`config.mk`:
```
export PLATFORM = sky130hd
export DESIGN_NAME = dspace_agu
export DESIGN_NICKNAME = d
export VERILOG_FILES = /design/src/rtl/dspace_agu_pkg.sv /design/src/rtl/agu_ptr_mux.sv /design/src/rtl/agu_addr_calc.sv /design/src/rtl/agu_region_dec.sv /design/src/rtl/dspace_agu.sv
export SDC_FILE = /design/constraint.sdc
export NUM_CORES = 1
export LEC_CHECK = 0
export BUFFER_PORTS_ARGS = -buffer_cell sky130_fd_sc_hd__buf_2
export CORE_ASPECT_RATIO = 1.75
export CORE_MARGIN = 3
export CORE_UTILIZATION = 54
export CTS_CLUSTER_SIZE = 12
export DETAILED_ROUTE_END_ITERATION = 6
export PLACE_DENSITY = 0.82
export SLEW_MARGIN = 20
export SYNTH_ARGS = -nofsm -noshare
export SYNTH_HDL_FRONTEND = slang
export SYNTH_HIERARCHICAL = 1
export SYNTH_SLANG_ARGS = --single-unit
```
`constraint.sdc`:
```
create_clock -name clk -period 1 [get_ports clk]
set_input_delay 0.2 -clock clk [delete_from_list [all_inputs] [get_ports clk]]
set_output_delay 0.2 -clock clk [all_outputs]
set_load 0.1 [all_outputs]
```
`src/rtl/dspace_agu_pkg.sv`:
```
package dspace_agu_pkg;

  typedef enum logic [2:0] {
    AM_DIRECT  = 3'd0,
    AM_IND     = 3'd1,
    AM_DISP    = 3'd2,
    AM_PREDEC  = 3'd3,
    AM_POSTINC = 3'd4
  } amode_e;

  localparam int unsigned REG_IDX_W = 5;

endpackage

```
`src/rtl/agu_ptr_mux.sv`:
```
module agu_ptr_mux #(
  parameter int unsigned NPTR     = 3,
  parameter int unsigned ADDR_W   = 16,
  parameter int unsigned BASE_REG = 26,
  parameter int unsigned SEL_W    = 2,
  parameter int unsigned IDX_W    = 5
) (
  input  logic [NPTR*ADDR_W-1:0] bytes_i,
  input  logic [SEL_W-1:0]       sel_i,
  output logic [ADDR_W-1:0]      ptr_o,
  output logic [IDX_W-1:0]       lo_idx_o,
  output logic                   is_first_o
);
  localparam int unsigned BYTE_W = ADDR_W / 2;

  logic [ADDR_W-1:0] ptr_arr [NPTR];
  logic [SEL_W-1:0]  idx;

  for (genvar p = 0; p < NPTR; p++) begin : g_pair
    logic [BYTE_W-1:0] lo_byte;
    logic [BYTE_W-1:0] hi_byte;
    assign lo_byte    = bytes_i[(2*p)*BYTE_W   +: BYTE_W];
    assign hi_byte    = bytes_i[(2*p+1)*BYTE_W +: BYTE_W];
    assign ptr_arr[p] = {hi_byte, lo_byte};
  end

  always_comb begin
    if (int'(sel_i) >= NPTR) idx = SEL_W'(NPTR - 1);
    else                     idx = sel_i;
    ptr_o      = ptr_arr[idx];
    lo_idx_o   = IDX_W'(BASE_REG + 2 * int'(idx));
    is_first_o = (idx == '0);
  end

endmodule

```
`src/rtl/agu_addr_calc.sv`:
```
module agu_addr_calc
  import dspace_agu_pkg::*;
#(
  parameter int unsigned ADDR_W = 16,
  parameter int unsigned DISP_W = 6
) (
  input  logic [2:0]        mode_i,
  input  logic              no_disp_i,
  input  logic [ADDR_W-1:0] ptr_i,
  input  logic [DISP_W-1:0] disp_i,
  input  logic [ADDR_W-1:0] direct_i,
  output logic [ADDR_W-1:0] ea_o,
  output logic [ADDR_W-1:0] new_ptr_o,
  output logic              wb_en_o,
  output logic              legal_o
);
  localparam logic [ADDR_W-1:0] ONE = ADDR_W'(1);

  logic [ADDR_W-1:0] ptr_dec;
  logic [ADDR_W-1:0] ptr_inc;
  logic [ADDR_W-1:0] ptr_disp;

  assign ptr_dec  = ptr_i - ONE;
  assign ptr_inc  = ptr_i + ONE;
  assign ptr_disp = ptr_i + {{(ADDR_W-DISP_W){1'b0}}, disp_i};

  always_comb begin
    ea_o      = '0;
    new_ptr_o = ptr_i;
    wb_en_o   = 1'b0;
    legal_o   = 1'b1;
    case (mode_i)
      AM_DIRECT:  ea_o = direct_i;
      AM_IND:     ea_o = ptr_i;
      AM_DISP:    ea_o = no_disp_i ? ptr_i : ptr_disp;
      AM_PREDEC: begin
        ea_o      = ptr_dec;
        new_ptr_o = ptr_dec;
        wb_en_o   = 1'b1;
      end
      AM_POSTINC: begin
        ea_o      = ptr_i;
        new_ptr_o = ptr_inc;
        wb_en_o   = 1'b1;
      end
      default:    legal_o = 1'b0;
    endcase
  end

endmodule

```
`src/rtl/agu_region_dec.sv`:
```
module agu_region_dec #(
  parameter int unsigned ADDR_W     = 16,
  parameter int unsigned RF_DEPTH   = 32,
  parameter int unsigned IO_DEPTH   = 64,
  parameter int unsigned SRAM_DEPTH = 1024,
  parameter int unsigned OFF_W      = 10,
  parameter int unsigned NREG       = 3
) (
  input  logic [ADDR_W-1:0] ea_i,
  input  logic              legal_i,
  output logic [NREG-1:0]   region_o,
  output logic [OFF_W-1:0]  offset_o,
  output logic              oor_o
);
  localparam logic [ADDR_W-1:0] BASE_IO   = ADDR_W'(RF_DEPTH);
  localparam logic [ADDR_W-1:0] BASE_SRAM = ADDR_W'(RF_DEPTH + IO_DEPTH);
  localparam logic [ADDR_W-1:0] TOP_ALL   = ADDR_W'(RF_DEPTH + IO_DEPTH + SRAM_DEPTH);

  logic [ADDR_W-1:0] rel_io;
  logic [ADDR_W-1:0] rel_sram;

  assign rel_io   = ea_i - BASE_IO;
  assign rel_sram = ea_i - BASE_SRAM;

  always_comb begin
    region_o = '0;
    offset_o = '0;
    oor_o    = 1'b0;
    if (legal_i) begin
      if (ea_i < BASE_IO) begin
        region_o[0] = 1'b1;
        offset_o    = OFF_W'(ea_i);
      end else if (ea_i < BASE_SRAM) begin
        region_o[1] = 1'b1;
        offset_o    = OFF_W'(rel_io);
      end else if (ea_i < TOP_ALL) begin
        region_o[2] = 1'b1;
        offset_o    = OFF_W'(rel_sram);
      end else begin
        oor_o = 1'b1;
      end
    end
  end

endmodule

```
`src/rtl/dspace_agu.sv`:
```
module dspace_agu
  import dspace_agu_pkg::*;
#(
  parameter int unsigned ADDR_W     = 16,
  parameter int unsigned DISP_W     = 6,
  parameter int unsigned NPTR       = 3,
  parameter int unsigned BASE_REG   = 26,
  parameter int unsigned RF_DEPTH   = 32,
  parameter int unsigned IO_DEPTH   = 64,
  parameter int unsigned SRAM_DEPTH = 1024,
  parameter int unsigned OFF_W      = $clog2(SRAM_DEPTH)
) (
  input  logic                    clk,
  input  logic                    rst_n,
  input  logic                    req_i,
  input  logic [2:0]              mode_i,
  input  logic [1:0]              ptr_sel_i,
  input  logic [DISP_W-1:0]       disp_i,
  input  logic [ADDR_W-1:0]       direct_addr_i,
  input  logic [NPTR*ADDR_W-1:0]  ptr_bytes_i,
  output logic                    valid_o,
  output logic                    strobe_o,
  output logic [ADDR_W-1:0]       addr_o,
  output logic [2:0]              region_o,
  output logic [OFF_W-1:0]        offset_o,
  output logic                    oor_o,
  output logic                    wb_en_o,
  output logic [REG_IDX_W-1:0]    wb_idx_o,
  output logic [ADDR_W-1:0]       wb_value_o
);
  localparam logic [ADDR_W-1:0] BASE_SRAM = ADDR_W'(RF_DEPTH + IO_DEPTH);
  localparam logic [ADDR_W-1:0] TOP_ALL   = ADDR_W'(RF_DEPTH + IO_DEPTH + SRAM_DEPTH);

  logic [ADDR_W-1:0]    ptr;
  logic [REG_IDX_W-1:0] lo_idx;
  logic                 is_x;
  logic [ADDR_W-1:0]    ea;
  logic [ADDR_W-1:0]    new_ptr;
  logic                 wb_en_c;
  logic                 legal;
  logic [2:0]           region_c;
  logic [OFF_W-1:0]     offset_c;
  logic                 oor_c;

  agu_ptr_mux #(
    .NPTR(NPTR), .ADDR_W(ADDR_W), .BASE_REG(BASE_REG), .SEL_W(2), .IDX_W(REG_IDX_W)
  ) u_ptr_mux (
    .bytes_i(ptr_bytes_i), .sel_i(ptr_sel_i), .ptr_o(ptr),
    .lo_idx_o(lo_idx), .is_first_o(is_x)
  );

  agu_addr_calc #(.ADDR_W(ADDR_W), .DISP_W(DISP_W)) u_addr_calc (
    .mode_i(mode_i), .no_disp_i(is_x), .ptr_i(ptr), .disp_i(disp_i),
    .direct_i(direct_addr_i), .ea_o(ea), .new_ptr_o(new_ptr),
    .wb_en_o(wb_en_c), .legal_o(legal)
  );

  agu_region_dec #(
    .ADDR_W(ADDR_W), .RF_DEPTH(RF_DEPTH), .IO_DEPTH(IO_DEPTH),
    .SRAM_DEPTH(SRAM_DEPTH), .OFF_W(OFF_W), .NREG(3)
  ) u_region_dec (
    .ea_i(ea), .legal_i(legal), .region_o(region_c),
    .offset_o(offset_c), .oor_o(oor_c)
  );

  // next-state for the qualifier flops
  logic valid_d, strobe_d, wb_en_d;
  always_comb begin
    valid_d  = req_i;
    strobe_d = req_i & legal & ~oor_c;
    wb_en_d  = req_i & wb_en_c;
  end

  always_ff @(posedge clk or negedge rst_n) begin
    if (!rst_n) begin
      valid_o  <= 1'b0;
      strobe_o <= 1'b0;
      wb_en_o  <= 1'b0;
    end else begin
      valid_o  <= valid_d;
      strobe_o <= strobe_d;
      wb_en_o  <= wb_en_d;
    end
  end

  // data flops, loaded only on a request
  always_ff @(posedge clk or negedge rst_n) begin
    if (!rst_n) begin
      addr_o     <= '0;
      region_o   <= '0;
      offset_o   <= '0;
      oor_o      <= 1'b0;
      wb_idx_o   <= '0;
      wb_value_o <= '0;
    end else if (req_i) begin
      addr_o     <= ea;
      region_o   <= region_c;
      offset_o   <= offset_c;
      oor_o      <= oor_c;
      wb_idx_o   <= lo_idx;
      wb_value_o <= new_ptr;
    end
  end

  a_r9_valid_follows_req: assert property (@(posedge clk) disable iff (!rst_n)
    req_i |=> valid_o);
  a_r9_valid_single: assert property (@(posedge clk) disable iff (!rst_n)
    !req_i |=> !valid_o);
  a_r9_strobe_needs_valid: assert property (@(posedge clk) disable iff (!rst_n)
    (strobe_o || wb_en_o) |-> valid_o);
  a_r7_region_onehot: assert property (@(posedge clk) disable iff (!rst_n)
    $onehot0(region_o));
  a_r7_sram_window: assert property (@(posedge clk) disable iff (!rst_n)
    (valid_o && region_o[2]) |-> (addr_o >= BASE_SRAM && addr_o < TOP_ALL));
  a_r8_oor_blocks: assert property (@(posedge clk) disable iff (!rst_n)
    (valid_o && oor_o) |-> (!strobe_o && region_o == 3'b000 && addr_o >= TOP_ALL));
  a_r5_postinc_wb: assert property (@(posedge clk) disable iff (!rst_n)
    (req_i && mode_i == AM_POSTINC) |=> (wb_en_o && wb_value_o == addr_o + ADDR_W'(1)));
  a_r4_predec_wb: assert property (@(posedge clk) disable iff (!rst_n)
    (req_i && mode_i == AM_PREDEC) |=> (wb_en_o && wb_value_o == addr_o));
  a_r10_illegal_quiet: assert property (@(posedge clk) disable iff (!rst_n)
    (req_i && mode_i > 3'd4) |=> (!strobe_o && !wb_en_o && !oor_o && region_o == 3'b000));

endmodule

```
==> results of run 1 <==
metrics by stage:
| stage | area [um2] | hold slack, ns |
|---|---|---|
| 3_5_place_dp | 7560 | 0.122 |
| 3_3_place_gp | 7560 | 0.112 |
| 2_1_floorplan | 5180 | -0.0956 |
cell families after synthesis:
kind of cell	after synthesis
AOI/OAI and AO/OA	127
xor gates and xnor gates	26
and+or+nand+nor	157
muxes	78
other	2
DFF	54
adders and majority gates	11
buffers and inverters	59
==> run summary, run 1 <==
YOSYS
---------------------------------------------------------------------------------
Adder-Cell Fraction of Synth Area ..................................       0.0296
Most frequent cell after synthesis ................................. sky130_fd_sc_hd__dfrtp_1
Synth Warn # .......................................................            6
Top cell type by total area after synthesis ........................ sky130_fd_sc_hd__dfrtp_1
Number of flops mapped to enable cells by yosys ....................            0
List of most frequent post-synthesis cells ......................... 54 x sky130_fd_sc_hd__dfrtp_1, 48 x sky130_fd_sc_hd__mux2_4, 41 x sky130_fd_sc_hd__nand2_1
Post-synthesis share of cell area spent on xor and xnor gates ......       0.0465
Top cells by area, synth ........................................... sky130_fd_sc_hd__dfrtp_1 28%, sky130_fd_sc_hd__mux2_4 15%, sky130_fd_sc_hd__mux2i_1 5.3%
Average size of a mapped cell ......................................     9.53 um2
Synthesized-area fraction occupied by and/or/nand/nor cells ........        0.172
Dominant combinational cell family by area after synthesis ......... multiplexers
Portion of the post-synthesis area used by sequential elements .....        0.276
Portion of synthesized cell area occupied by the leading cell type .        0.276
Post-synthesis instance total ......................................          514
Post-Synthesis Cell Area ...........................................  0.00490 mm2
Asr flop ratio synth ...............................................         1.00
Flip-flop and latch count after synthesis ..........................           54
Distinct cells, synth ..............................................           82
Ys flop type ....................................................... sky130_fd_sc_hd__dfrtp_1
Share of cell area taken by muxes after synthesis ..................        0.210
Synth Area in Compound Gates .......................................        0.177

CLOCK NETWORK
---------------------------------------------------------------------------------
Cell chosen for the clock root ..................................... sky130_fd_sc_hd__clkbuf_16
Number of setup buffers added after CTS ............................           54
Number of hold-repair buffers added at the cts stage ...............            1
Number of clock sinks seen by CTS ..................................           54
Total CTS buffers ..................................................            5
Resized Gates After CTS ............................................          163
H-tree level count .................................................            2
Buffer levels on the longest clock path ............................            2

PLACEMENT
---------------------------------------------------------------------------------
Final GP Congestion ................................................         1.11
Number of placed instances with taps included ......................          867
Pre-CTS worst setup slack ..........................................     -2.65 ns
Number of buffers added on ports ...................................          131
Post-detailed-placement half-perimeter wirelength ..................     15300 um

RUN STATUS
---------------------------------------------------------------------------------
Status ............................................................. stopped before the end
First logged error message ......................................... [ERROR DPL-0038] Utilization greater than 100%, impossible to legalize
Stopped at .........................................................      4_1_cts

FLOORPLAN
---------------------------------------------------------------------------------
Width of the die ...................................................      78.0 um
Initial core utilization ...........................................        0.558
Placement row count ................................................           45
Total I/O pin count ................................................          132
DIE HEIGHT .........................................................       132 um

==> inputs of run 2 (changes only) <==
CORE_ASPECT_RATIO = unset   (was 1.75)
CORE_UTILIZATION = 40   (was 54)
CTS_CLUSTER_SIZE = unset   (was 12)
PLACE_DENSITY = unset   (was 0.82)
PLACE_DENSITY_LB_ADDON = 0.15   (was unset)
==> run summary, run 2 <==
WORST SETUP PATH
--------------------------------------------------------------------------------------------------------
Startpoint class of the critical path .....................................................    input pin
Number of cells on the worst reg-to-reg path ..............................................            3
Data required time of the critical path ...................................................      1.19 ns
Arrival time of the worst setup path ......................................................      3.31 ns
Category of the most critical setup path .................................................. input pin to flop
Crit path max fanout ......................................................................            6
Worst Setup End Kind ......................................................................         flop

YOSYS
--------------------------------------------------------------------------------------------------------
Number of flops mapped to enable cells by yosys ...........................................            0
Post-Synthesis Cell Area ..................................................................  0.00490 mm2
Flip-flop and latch count after synthesis .................................................           54
Synth Warn # ..............................................................................            6
Average size of a mapped cell .............................................................     9.53 um2
Post-synthesis instance total .............................................................          514
Top cells by area, synth .................................................................. sky130_fd_sc_hd__dfrtp_1 28%, sky130_fd_sc_hd__mux2_4 15%, sky130_fd_sc_hd__mux2i_1 5.3%
Most frequent cell after synthesis ........................................................ sky130_fd_sc_hd__dfrtp_1
Top cell type by total area after synthesis ............................................... sky130_fd_sc_hd__dfrtp_1
Asr flop ratio synth ......................................................................         1.00
Portion of synthesized cell area occupied by the leading cell type ........................        0.276
Distinct cells, synth .....................................................................           82
List of most frequent post-synthesis cells ................................................ 54 x sky130_fd_sc_hd__dfrtp_1, 48 x sky130_fd_sc_hd__mux2_4, 41 x sky130_fd_sc_hd__nand2_1
Ys flop type .............................................................................. sky130_fd_sc_hd__dfrtp_1
Portion of the post-synthesis area used by sequential elements ............................        0.276

GLOBAL ROUTING
--------------------------------------------------------------------------------------------------------
Total track usage .........................................................................        0.269
Number of antenna violations at the first check in global routing .........................            0
Number of global-route vias before repair .................................................         5390
Wire length of the first global-routing pass ..............................................     28500 um
Pin count of the biggest net entering global routing ......................................           55
Total global routing overflow .............................................................            0

DRT
--------------------------------------------------------------------------------------------------------
Vias after detailed routing ...............................................................         5437
Ratio of routed vias to standard cells ....................................................         5.56
Final WL ..................................................................................     18800 um
Antenna violation net count after detailed routing ........................................            0
Routed len/inst ...........................................................................      19.3 um
Post-route DRC ............................................................................            0
Iteration-0 DRC Markers ...................................................................          349
DR pass1 iterations .......................................................................            7

FINISH
--------------------------------------------------------------------------------------------------------
Fraction of layout cells with a size suffix above 1 .......................................        0.728
Antenna diode count .......................................................................            0
Most frequent cells in the layout ......................................................... 171 x sky130_fd_sc_hd__buf_4, 72 x sky130_fd_sc_hd__buf_2, 60 x sky130_fd_sc_hd__buf_12
Top Registers ............................................................................. addr_o (16), wb_value_o (16), offset_o (10)
Net count reported at finish ..............................................................          922
Post-route insts no fill ..................................................................          977
Share of the core filled with cells .......................................................        0.784
Synthesis-to-finish area growth ...........................................................        87.6%
Count of filler cells inserted in the layout ..............................................          751
Most common library cell in the layout ignoring fill and taps ............................. sky130_fd_sc_hd__buf_4

RUN STATUS
--------------------------------------------------------------------------------------------------------
Violations in the final reports ........................................................... negative setup slack
Status .................................................................................... finished with violations

FLOORPLAN
--------------------------------------------------------------------------------------------------------
Core region area ..........................................................................   0.0117 mm2
DIE HEIGHT ................................................................................       117 um
Placement row count .......................................................................           39
Width of the die ..........................................................................       117 um
Total I/O pin count .......................................................................          132
Die footprint .............................................................................   0.0136 mm2
Initial core utilization ..................................................................        0.418

PLACEMENT
--------------------------------------------------------------------------------------------------------
Number of buffers added on ports ..........................................................          131
Pre-CTS worst setup slack .................................................................     -2.72 ns
Final GP Congestion .......................................................................        0.904
Number of placed instances with taps included .............................................          896
Post-detailed-placement half-perimeter wirelength .........................................     13500 um

CLOCK NETWORK
--------------------------------------------------------------------------------------------------------
H-tree level count ........................................................................            2
Buffer levels on the longest clock path ...................................................            2
Post-CTS clock slew at the launch and capture registers of the worst setup and hold paths .      0.07 ns
Clock latency at the later pin of the worst-skew pair .....................................      0.30 ns
Number of clock sinks seen by CTS .........................................................           54
Cell chosen for the clock root ............................................................ sky130_fd_sc_hd__clkbuf_16
TritonCTS clock tree ......................................................................         done
Total CTS buffers .........................................................................            5

TIMING
--------------------------------------------------------------------------------------------------------
Achievable Freq ...........................................................................    0.321 GHz
Layout Skew ...............................................................................         0 ns
Hold Fails Final Rpt ......................................................................            0
Worst-case setup margin in the final layout ...............................................     -2.12 ns
Count of endpoints failing setup in the final report ......................................          102
Period utilization ........................................................................         3.12
Post-Route Hold Slack .....................................................................     0.295 ns
Final Critical Period .....................................................................      3.12 ns
Slew HR ...................................................................................        0.598
Count of final max-slew check failures ....................................................            0
Sum of negative setup slack ...............................................................    -77.81 ns
Pin slew with the least headroom to its limit .............................................     0.600 ns
Setup repair after global routing missed its margin .......................................          yes

RUN
--------------------------------------------------------------------------------------------------------
Count of maximum capacitance violations ...................................................            0

WORST HOLD PATH
--------------------------------------------------------------------------------------------------------
Type of the most critical hold path ....................................................... input pin to flop
Hold path depth ...........................................................................            2

POWER AND IR DROP
--------------------------------------------------------------------------------------------------------
Reported leakage power ....................................................................      4.18 nW
Largest voltage drop on the vdd net .......................................................      1060 uV
Power per unit of standard cell area ......................................................  1340 mW/mm2

## run 2: cell counts after synthesis
No cell type changed its count.
## run 2: final cells by class
type	count	area (um2)	area share
well taps	143	179	0.0195
repair buffers	356	3460	0.377
clock inverters	2	38.8	0.00422
multi-input cells	403	3880	0.423
clock buffers	6	139	0.0151
flip-flops and latches	54	1430	0.155
inverters	13	56.3	0.00613
## run 2: repair_timing
action	4_1_cts	5_1_grt
buffers inserted	50	34
cloned	1	0
gates resized for setup	114	79
endpoints found under the setup margin	102	103
pin swaps	43	53
hold buffers	1	0
hold endpoints to repair	54	0
## run 2: metal layers
metal | vias to the layer above | part of all wire | global-route usage
li1 | 2512 | - | -
met3 | 42 | 0.056 | 0.0321
met2 | 226 | 0.50 | 0.456
met5 | - | 0 | 0
met1 | 2657 | 0.42 | 0.359
met4 | 0 | 0.023 | 0.0841
## run 2: logic make-up after synthesis
group,Yosys count,share of synthesized area
XOR/XNOR,26,0.0465
multiplexers,78,0.210
other,2,0.00153
AND/OR/NAND/NOR,157,0.172
flip-flops,54,0.276
buffers and inverters,59,0.0876
AO/OA/AOI/OAI,127,0.177
adder cells (fa/ha/maj),11,0.0296
## run 2: worst max-delay path, stage by stage
cell and delay (ns):
sky130_fd_sc_hd__buf_12 0.12, sky130_fd_sc_hd__mux2i_2 0.15, sky130_fd_sc_hd__o21ai_2 0.20, sky130_fd_sc_hd__ha_2 0.22
sky130_fd_sc_hd__inv_2 0.04, sky130_fd_sc_hd__fa_2 0.34, sky130_fd_sc_hd__nand2b_4 0.16, sky130_fd_sc_hd__a21oi_4 0.22
sky130_fd_sc_hd__buf_12 0.15, sky130_fd_sc_hd__o2111ai_4 0.11, sky130_fd_sc_hd__xor2_1 0.16, sky130_fd_sc_hd__o221ai_1 0.13
sky130_fd_sc_hd__buf_4 0.16, sky130_fd_sc_hd__nor4_4 0.28, sky130_fd_sc_hd__nand2_1 0.14, sky130_fd_sc_hd__nand2_2 0.13
sky130_fd_sc_hd__buf_6 0.11, sky130_fd_sc_hd__a21oi_1 0.04, sky130_fd_sc_hd__mux2_4 0.25
## run 2: worst paths after layout
kind                                   to          start  slack [ns]
max reg2reg                 wb_value_o[9]  wb_value_o[9]       -0.05
min reg2reg                     addr_o[8]      addr_o[8]        0.56
max                           offset_o[6]   ptr_sel_i[0]       -2.12
max in group asynchronous      addr_o[15]          rst_n        0.32
min in group asynchronous  wb_value_o[13]          rst_n        0.41
min                               valid_o          req_i        0.30
## run 2: through the flow
step / cell area [um2] / total power, W
final: 9190 / 0.0123
after global routing: 9190 / 0.0128
after CTS: 8680 / 0.0119
after detailed placement: 7610 / 0.00913
after global placement: 7610 / 0.00907
after floorplan: 5180 / 0.00660
## run 2: power by group
group,switching (W),internal (W)
Clock,0.000877,0.00126
Sequential,0.000300,0.00251
Combinational,0.00406,0.00329
Power figures use the tool's default switching activity.
==> inputs of run 3 (changes only) <==
BUFFER_PORTS_ARGS = unset   (was -buffer_cell sky130_fd_sc_hd__buf_2)
DONT_BUFFER_PORTS = 1   (was unset)
==> run summary, run 3 (synthesis results as in run 2) <==
PLACEMENT
--------------------------------------------------------------------------------------------------------
Number of buffers added on ports ..........................................................            0
Post-detailed-placement half-perimeter wirelength .........................................     12700 um
Number of placed instances with taps included .............................................          796
Final GP Congestion .......................................................................        0.926
Pre-CTS worst setup slack .................................................................     -2.39 ns

WORST SETUP PATH
--------------------------------------------------------------------------------------------------------
Reg2Reg Capture Point .....................................................................  offset_o[3]
Startpoint class of the critical path .....................................................    input pin
Worst Setup End Kind ......................................................................         flop
Number of cells on the worst reg-to-reg path ..............................................            2
Count of buffering cells on the critical path with inverters included .....................            1
Category of the most critical setup path .................................................. input pin to flop
Crit path max fanout ......................................................................           18
Arrival time of the worst setup path ......................................................      3.14 ns
Beginning of the critical path ............................................................ ptr_sel_i[0]
Cell Chain, Critical Path ................................................................. mux2i_4 -> o21ai_4 -> ha_4 -> inv_2 -> fa_2 -> nand2b_4 -> a21oi_4 -> o21a_2 -> a2bb2oi_2 -> o32ai_2 -> ha_1 -> nor3_4 -> nand2b_1 -> a21o_1 -> a31oi_1 -> mux2_4
Reg-to-reg critical path startpoint .......................................................  offset_o[3]
Data required time of the critical path ...................................................      1.19 ns
Path length in cells of the critical path .................................................           16
Delay contributed by the slowest stage of the critical path ...............................      0.35 ns
Dominant delay contributor by cell family on the critical path ............................ compound AO/OA/AOI/OAI gates
Highest-delay cell along the critical path ................................................ sky130_fd_sc_hd__fa_2
Reg2reg setup slack .......................................................................      0.06 ns

FINISH
--------------------------------------------------------------------------------------------------------
Post-route insts no fill ..................................................................          836
Antenna diode count .......................................................................            0
Top Registers ............................................................................. addr_o (16), wb_value_o (16), offset_o (10)
Most frequent cells in the layout ......................................................... 136 x sky130_fd_sc_hd__buf_4, 54 x sky130_fd_sc_hd__buf_12, 50 x sky130_fd_sc_hd__mux2_4
Fraction of layout cells with a size suffix above 1 .......................................        0.644
Net count reported at finish ..............................................................          781
Synthesis-to-finish area growth ...........................................................        61.9%
Count of filler cells inserted in the layout ..............................................          923
Most common library cell in the layout ignoring fill and taps ............................. sky130_fd_sc_hd__buf_4

POWER AND IR DROP
--------------------------------------------------------------------------------------------------------
Largest voltage drop on the vdd net .......................................................      1260 uV
Reported leakage power ....................................................................      3.46 nW
Power per unit of standard cell area ......................................................  1390 mW/mm2

TIMING
--------------------------------------------------------------------------------------------------------
Worst-case setup margin in the final layout ...............................................     -1.95 ns
Setup repair after global routing missed its margin .......................................          yes
Hold Fails Final Rpt ......................................................................           54
Count of endpoints failing setup in the final report ......................................          101
Final Critical Period .....................................................................      2.95 ns
Achievable Freq ...........................................................................    0.339 GHz
Post-Route Hold Slack .....................................................................    -0.412 ns
Count of final max-slew check failures ....................................................            0
Layout Skew ...............................................................................         0 ns
Period utilization ........................................................................         2.95

RUN
--------------------------------------------------------------------------------------------------------
Count of maximum capacitance violations ...................................................            0

DRT
--------------------------------------------------------------------------------------------------------
Final WL ..................................................................................     17400 um
Post-route DRC ............................................................................            0
Ratio of routed vias to standard cells ....................................................         5.75
DR pass1 iterations .......................................................................            5
Vias after detailed routing ...............................................................         4810
Antenna violation net count after detailed routing ........................................            0
Iteration-0 DRC Markers ...................................................................          302
Routed len/inst ...........................................................................      20.8 um

RUN STATUS
--------------------------------------------------------------------------------------------------------
Violations in the final reports ........................................................... negative hold slack, negative setup slack
Status .................................................................................... finished with violations

FLOORPLAN
--------------------------------------------------------------------------------------------------------
Placement row count .......................................................................           39
Total I/O pin count .......................................................................          132
Initial core utilization ..................................................................        0.418
Width of the die ..........................................................................       117 um
Die footprint .............................................................................   0.0136 mm2
Core region area ..........................................................................   0.0117 mm2
DIE HEIGHT ................................................................................       117 um

GLOBAL ROUTING
--------------------------------------------------------------------------------------------------------
Total track usage .........................................................................        0.254
Number of global-route vias before repair .................................................         4871
Total global routing overflow .............................................................            0
Wire length of the first global-routing pass ..............................................     26800 um
Pin count of the biggest net entering global routing ......................................           55
Number of antenna violations at the first check in global routing .........................            0

CLOCK NETWORK
--------------------------------------------------------------------------------------------------------
Number of hold-repair buffers added at the cts stage ......................................            1
Post-CTS clock slew at the launch and capture registers of the worst setup and hold paths .      0.08 ns
Buffer levels on the longest clock path ...................................................            2
H-tree level count ........................................................................            2
TritonCTS clock tree ......................................................................         done
Total CTS buffers .........................................................................            5
Clock latency at the later pin of the worst-skew pair .....................................      0.30 ns
Cell chosen for the clock root ............................................................ sky130_fd_sc_hd__clkbuf_16
Number of clock sinks seen by CTS .........................................................           54

WORST HOLD PATH
--------------------------------------------------------------------------------------------------------
Type of the most critical hold path ....................................................... input pin to asynchronous set/reset pin

[run 3: cell type report]
type                    count  area (um2)  area share
clock inverters             3        28.8     0.00363
multi-input cells         403        3730       0.470
repair buffers            215        2390       0.301
clock buffers               5         125      0.0158
well taps                 143         179      0.0226
flip-flops and latches     54        1430       0.180
inverters                  13        51.3     0.00647
[run 3: routing by layer]
layer  GRT usage  share of wire  up-vias
met2       0.420           0.48      171
li1            -              -     2241
met1       0.337           0.44     2368
met4      0.0749          0.025        0
met5           0              0        -
met3      0.0477          0.057       30
[run 3: through the flow]
stage	TNS [ns]	hold slack, ns	utilization	area (um2)	total power [W]
4_1_cts	-64.48	-0.424	0.656	7680	0.0109
3_5_place_dp	-79.12	-0.0943	0.594	6960	0.00865
2_1_floorplan	-77.57	-0.0956	-	5180	0.00660
6_report	-66.43	-0.412	0.677	7930	0.0111
5_1_grt	-71.37	-0.433	0.677	7930	0.0115
3_3_place_gp	-77.70	-0.0940	0.594	6960	0.00861
[run 3: worst max-delay path by stage]
stage	end	slack [ns]
finish	offset_o[9]	-1.95
global route	offset_o[7]	-2.01
CTS	oor_o	-1.86
detailed placement	region_o[1]	-2.39
global placement	region_o[1]	-2.33
floorplan	oor_o	-2.43
[run 3: repair_timing]
action / 4_1_cts / 5_1_grt
setup buffers: 21 / 15
gates resized for setup: 93 / 37
pin swaps: 42 / 23
hold endpoints to repair: 55 / 54
gates cloned: 1 / 0
endpoints found under the setup margin: 102 / 101
[run 3: where the power goes]
group	switching [W]	total [W]	leakage [nW]	internal [W]
registers	0.000303	0.00281	0.613	0.00251
logic	0.00362	0.00641	2.77	0.00279
clock network	0.000874	0.00183	0.0759	0.000957
